<file path="src/rtl/rtc_rate_pkg.sv">
package rtc_rate_pkg;

  // Divider control values whose two upper bits are both set hold the chain in reset.
  function automatic logic div_is_held(input logic [2:0] ctl);
    return ctl[2] & ctl[1];
  endfunction

  // Chain bit index that produces the wave for a nonzero rate code.
  function automatic int unsigned tap_of_code(input int unsigned code);
    return (code == 0) ? 0 : code - 1;
  endfunction

endpackage

</file>
<file path="src/rtl/rtc_ref_edge.sv">
module rtc_ref_edge (
  input  logic clk,
  input  logic rst_n,
  input  logic ref_in,
  output logic step_o
);
  logic ref_q;

  always_ff @(posedge clk) begin
    if (!rst_n) ref_q <= 1'b0;
    else        ref_q <= ref_in;
  end

  // Either transition of the reference is one chain step.
  assign step_o = ref_in ^ ref_q;
endmodule

</file>
<file path="src/rtl/rtc_div_chain.sv">
module rtc_div_chain #(
  parameter int unsigned W = 15
) (
  input  logic         clk,
  input  logic         rst_n,
  input  logic         clear,
  input  logic         adv,
  output logic [W-1:0] count_q,
  output logic [W-1:0] count_nxt
);
  always_comb begin
    if (clear)    count_nxt = '0;
    else if (adv) count_nxt = count_q + W'(1);
    else          count_nxt = count_q;
  end

  always_ff @(posedge clk) begin
    if (!rst_n) count_q <= '0;
    else        count_q <= count_nxt;
  end
endmodule

</file>
<file path="src/rtl/rtc_tap_out.sv">
module rtc_tap_out #(
  parameter int unsigned W     = 15,
  parameter int unsigned SEL_W = 4
) (
  input  logic             clk,
  input  logic             rst_n,
  input  logic [W-1:0]     count_nxt,
  input  logic [SEL_W-1:0] sel,
  input  logic             adv,
  input  logic             off,
  output logic             wave_o,
  output logic             tick_o
);
  import rtc_rate_pkg::*;

  logic tap_bit;

  always_comb begin
    tap_bit = 1'b0;
    for (int unsigned i = 0; i < W; i++) begin
      if (tap_of_code(int'(sel)) == i) tap_bit = count_nxt[i];
    end
  end

  always_ff @(posedge clk) begin
    if (!rst_n) begin
      wave_o <= 1'b0;
      tick_o <= 1'b0;
    end else if (off) begin
      wave_o <= 1'b0;
      tick_o <= 1'b0;
    end else if (adv) begin
      wave_o <= tap_bit;
      tick_o <= tap_bit & ~wave_o;
    end else begin
      tick_o <= 1'b0;
    end
  end
endmodule

</file>
<file path="src/rtl/rtc_rate_gen.sv">
module rtc_rate_gen #(
  parameter int unsigned RATE_W = 4,
  parameter int unsigned DIV_W  = 3
) (
  input  logic              clk,
  input  logic              rst_n,
  input  logic              ref_in,
  input  logic [RATE_W-1:0] rate_sel,
  input  logic [DIV_W-1:0]  div_ctl,
  input  logic              sq_en,
  output logic              tick_o,
  output logic              sqw_o
);
  import rtc_rate_pkg::*;

  localparam int unsigned CHAIN_W = (1 << RATE_W) - 1;

  logic               step;
  logic               held;
  logic               off;
  logic               wave;
  logic [CHAIN_W-1:0] chain_q;
  logic [CHAIN_W-1:0] chain_nxt;

  assign held = div_is_held(3'(div_ctl));
  assign off  = held | (rate_sel == '0);

  rtc_ref_edge u_edge (
    .clk    (clk),
    .rst_n  (rst_n),
    .ref_in (ref_in),
    .step_o (step)
  );

  rtc_div_chain #(.W(CHAIN_W)) u_chain (
    .clk       (clk),
    .rst_n     (rst_n),
    .clear     (held),
    .adv       (step),
    .count_q   (chain_q),
    .count_nxt (chain_nxt)
  );

  rtc_tap_out #(.W(CHAIN_W), .SEL_W(RATE_W)) u_tap (
    .clk       (clk),
    .rst_n     (rst_n),
    .count_nxt (chain_nxt),
    .sel       (rate_sel),
    .adv       (step),
    .off       (off),
    .wave_o    (wave),
    .tick_o    (tick_o)
  );

  assign sqw_o = wave & sq_en;
endmodule

</file>
<file path="config.mk">
export PLATFORM = sky130hd
export DESIGN_NAME = rtc_rate_gen
export DESIGN_NICKNAME = d
export VERILOG_FILES = /design/src/rtl/rtc_rate_pkg.sv /design/src/rtl/rtc_ref_edge.sv /design/src/rtl/rtc_div_chain.sv /design/src/rtl/rtc_tap_out.sv /design/src/rtl/rtc_rate_gen.sv
export SDC_FILE = /design/constraint.sdc
export NUM_CORES = 1
export LEC_CHECK = 0
export ABC_CLOCK_PERIOD_IN_PS = 3000
export BUFFER_PORTS_ARGS = -buffer_cell sky130_fd_sc_hd__buf_2
export CORE_MARGIN = 2
export CORE_UTILIZATION = 40
export DETAILED_ROUTE_END_ITERATION = 8
export GPL_ROUTABILITY_DRIVEN = 0
export PLACE_DENSITY = 0.64
export RECOVER_POWER = 50
export REMOVE_ABC_BUFFERS = 1
export SLEW_MARGIN = 5
export SYNTH_ARGS = -nofsm -noshare
export SYNTH_HDL_FRONTEND = slang
export SYNTH_SLANG_ARGS = --single-unit
</file>
<file path="constraint.sdc">
create_clock -name clk -period 3 [get_ports clk]
set_input_delay 0.75 -clock clk [delete_from_list [all_inputs] [get_ports clk]]
set_output_delay 0.75 -clock clk [all_outputs]
set_load 0.01 [all_outputs]
</file>
==> impl_metrics.tcl <==
set metrics [dict create \
    postCtsSetupBuffers 0 \
    multi_input_area_um2 791 \
    antenna_found_initial 0 \
    grt_overflow 0 \
    dr.pass1.iters 4 \
    status "finished clean" \
    max_slew_margin_pct 59.8 \
    wirelength_mm 3.05 \
    dieArea_mm2 0.00345 \
    grtUsageTotal_pct 19.8 \
    post-route-period-util_pct 85.3 \
    cp_data_required_time_ns 3.26 \
    hpwlAfterDp_mm 2.31 \
    cts_sinks 18 \
    boundaryPins 13 \
    synthXorXnorAreaFrac_pct 9.38 \
    critPathArrivalTime_ns 2.82 \
    die_h_um 58.8 \
    viasPerCell 6.17 \
    fill_cells 282 \
    root_buffer "clkbuf_4" \
    layout-drive-gt1-share_pct 14.0 \
    synth_seq_cells 18 \
    synthDistinctLibCells 46 \
    path_max_fanout 9 \
    clk_path_buf_depth 2 \
    yosys.area_share.simple_pct 31.7 \
    path_class "primary input to register" \
    highest_layer "met4" \
    avgSynthCellArea_um2 7.89 \
    synth_compound_area_share_pct 20.3 \
    initial_core_util_pct 42.8 \
    setup_violations 0 \
    areaGrowthSynthToFinish_pct 9.59 \
    wl_per_cell_um 15.6 \
    cts.clk_slew.worst_paths_ns 0.11 \
    synthAdderAreaFrac_pct 1.04 \
    slew_violations 0 \
    power_density_mw_per_mm2 365 \
    final_cell_area_mm2 0.00132 \
    dr_wl_met2_mm 1.58 \
    io_buffers 11 \
    cts_tree "yes" \
    ctsHoldBuffers 0 \
    cap_violations 0 \
    vias 1203 \
    grt_max_degree 17 \
    cts_buffers 3 \
    clock_skew_ns 0.00520 \
    diodes 0 \
    drc_errors 0 \
    start_kind "primary input" \
    yosysWarnings 0 \
    layout.nets 177 \
    end_kind "register" \
    rsz0062_at_grt "no" \
    fmax_mhz 391 \
    wl_met1_mm 1.23 \
    async_flop_share_pct 0 \
    p_leak_nw 0.460 \
    drtIter0Drc 75 \
    peakVddDrop_mv 0.237 \
    htreeDepth 1 \
    p_total_uw 480 \
    row_count 19 \
    synthMuxAreaShare_pct 3.44 \
    synthFlopType "dfxtp_1" \
    period_minus_slack_ns 2.56 \
    die-width_um 58.8 \
    grt_pass1_vias 1177 \
    hold_slack_ns 0.549 \
    regArea_um2 360 \
    core_mm2 0.00281 \
    cts_resized 0 \
    routed-wl-met3_um 186 \
    post_dp_cell_area_mm2 0.00128 \
    ys_seq_area_share_pct 30.0 \
    grt_pass1_wl_mm 5.20 \
    syn-cell-area_mm2 0.00120 \
    synthCells 152 \
    clkLatencyLatePin_ns 0.31 \
    setup_tns_ns 0 \
    hp-class "register to register" \
    synth_edf_count 0 \
    synth_top_family_by_area "simple AND/OR/NAND/NOR gates" \
    worst_pin_slew_ns 0.599 \
    hold_viol_final 0 \
    antenna_left 0 \
]
-- per-stage QoR --
stage	setup WS (ns)	instances	util, %
2_1_floorplan	0.449	147	-
3_3_place_gp	0.168	191	45.7
3_5_place_dp	0.164	191	45.7
4_1_cts	0.462	195	47.0
5_1_grt	0.213	195	46.9
6_report	0.440	195	46.9
-- where the power goes --
part	internal, mW	switching (mW)
combinational	0.0273	0.0478
clock	0.0742	0.0847
sequential	0.243	0.00355
-- worst paths after layout --
| check | start | end | slack (ns) | cells past startpoint |
|---|---|---|---|---|
| worst max-delay path | ref_in | u_tap.tick_o | 0.44 | 8 |
| worst min-delay path | u_tap.wave_o | u_tap.tick_o | 0.55 | 2 |
| worst max register to register | u_chain.count_q[0] | u_tap.tick_o | 0.51 | 8 |
| worst min register to register | u_tap.wave_o | u_tap.tick_o | 0.55 | 2 |
-- cell families (layout without fill, tap and decap cells) --
logic type / after synthesis / in the layout
simple gates: 72 / 72
compound gates: 34 / 34
flops: 18 / 18
xor+xnor: 12 / 12
buf+inv: 11 / 23
mux: 4 / 4
fa+ha+maj: 1 / 1
-- Yosys cell counts, types with 2 or more instances --
master,count,area [um2]
a211oi_1,2,15.0
a21oi_1,8,40.0
and2_1,3,18.8
clkbuf_1,4,15.0
dfxtp_1,18,360
inv_1,6,22.5
mux2i_1,3,30.0
nand2_1,15,56.3
nand3_1,7,35.0
nand4_1,4,25.0
nor2_1,20,75.1
nor2b_1,2,12.5
nor3_1,4,20.0
nor4_1,5,31.3
o2111ai_1,2,17.5
o21ai_0,5,25.0
o31ai_1,2,15.0
o32ai_1,2,17.5
or3_1,3,18.8
or4_1,2,15.0
xnor2_1,5,43.8
xor2_1,6,52.6
-- metal layers --
layer | up-vias | track usage (%)
met1 | 543 | 22.9
met4 | 0 | 6.82
met5 | - | 0
met2 | 53 | 37.5
li1 | 600 | -
met3 | 7 | 1.98
-- final cells by class --
cell class	count	share of cell area, %
multi-input combinational	123	60.1
sequential	18	27.4
timing repair buffer	13	5.04
tap	31	2.95
clock buffer	4	2.76
inverter	6	1.71
-- state kept, by name, summed over array words and instances (netlist names) --
name	count
u_chain.count_q	15
u_edge.ref_q	1
u_tap.tick_o	1
u_tap.wave_o	1
-- cell usage in the layout (no fill, tap or decap), types with 5 or more instances in the layout --
cell type / n
nand3_1: 7
inv_1: 6
dfxtp_1: 18
a21oi_1: 8
xnor2_1: 5
buf_2: 8
nor2_1: 20
o21ai_0: 5
nand2_1: 15
nor4_1: 5
xor2_1: 6
-- worst max-delay path, cell delays in order --
cell and delay [ns]:
clkbuf_1 0.12, xnor2_2 0.42, nor3_2 0.11, xor2_1 0.18
or4b_1 0.49, a311oi_1 0.40, a21o_1 0.17, o2111a_1 0.17
Note: power is estimated with default switching activity, not from simulation.
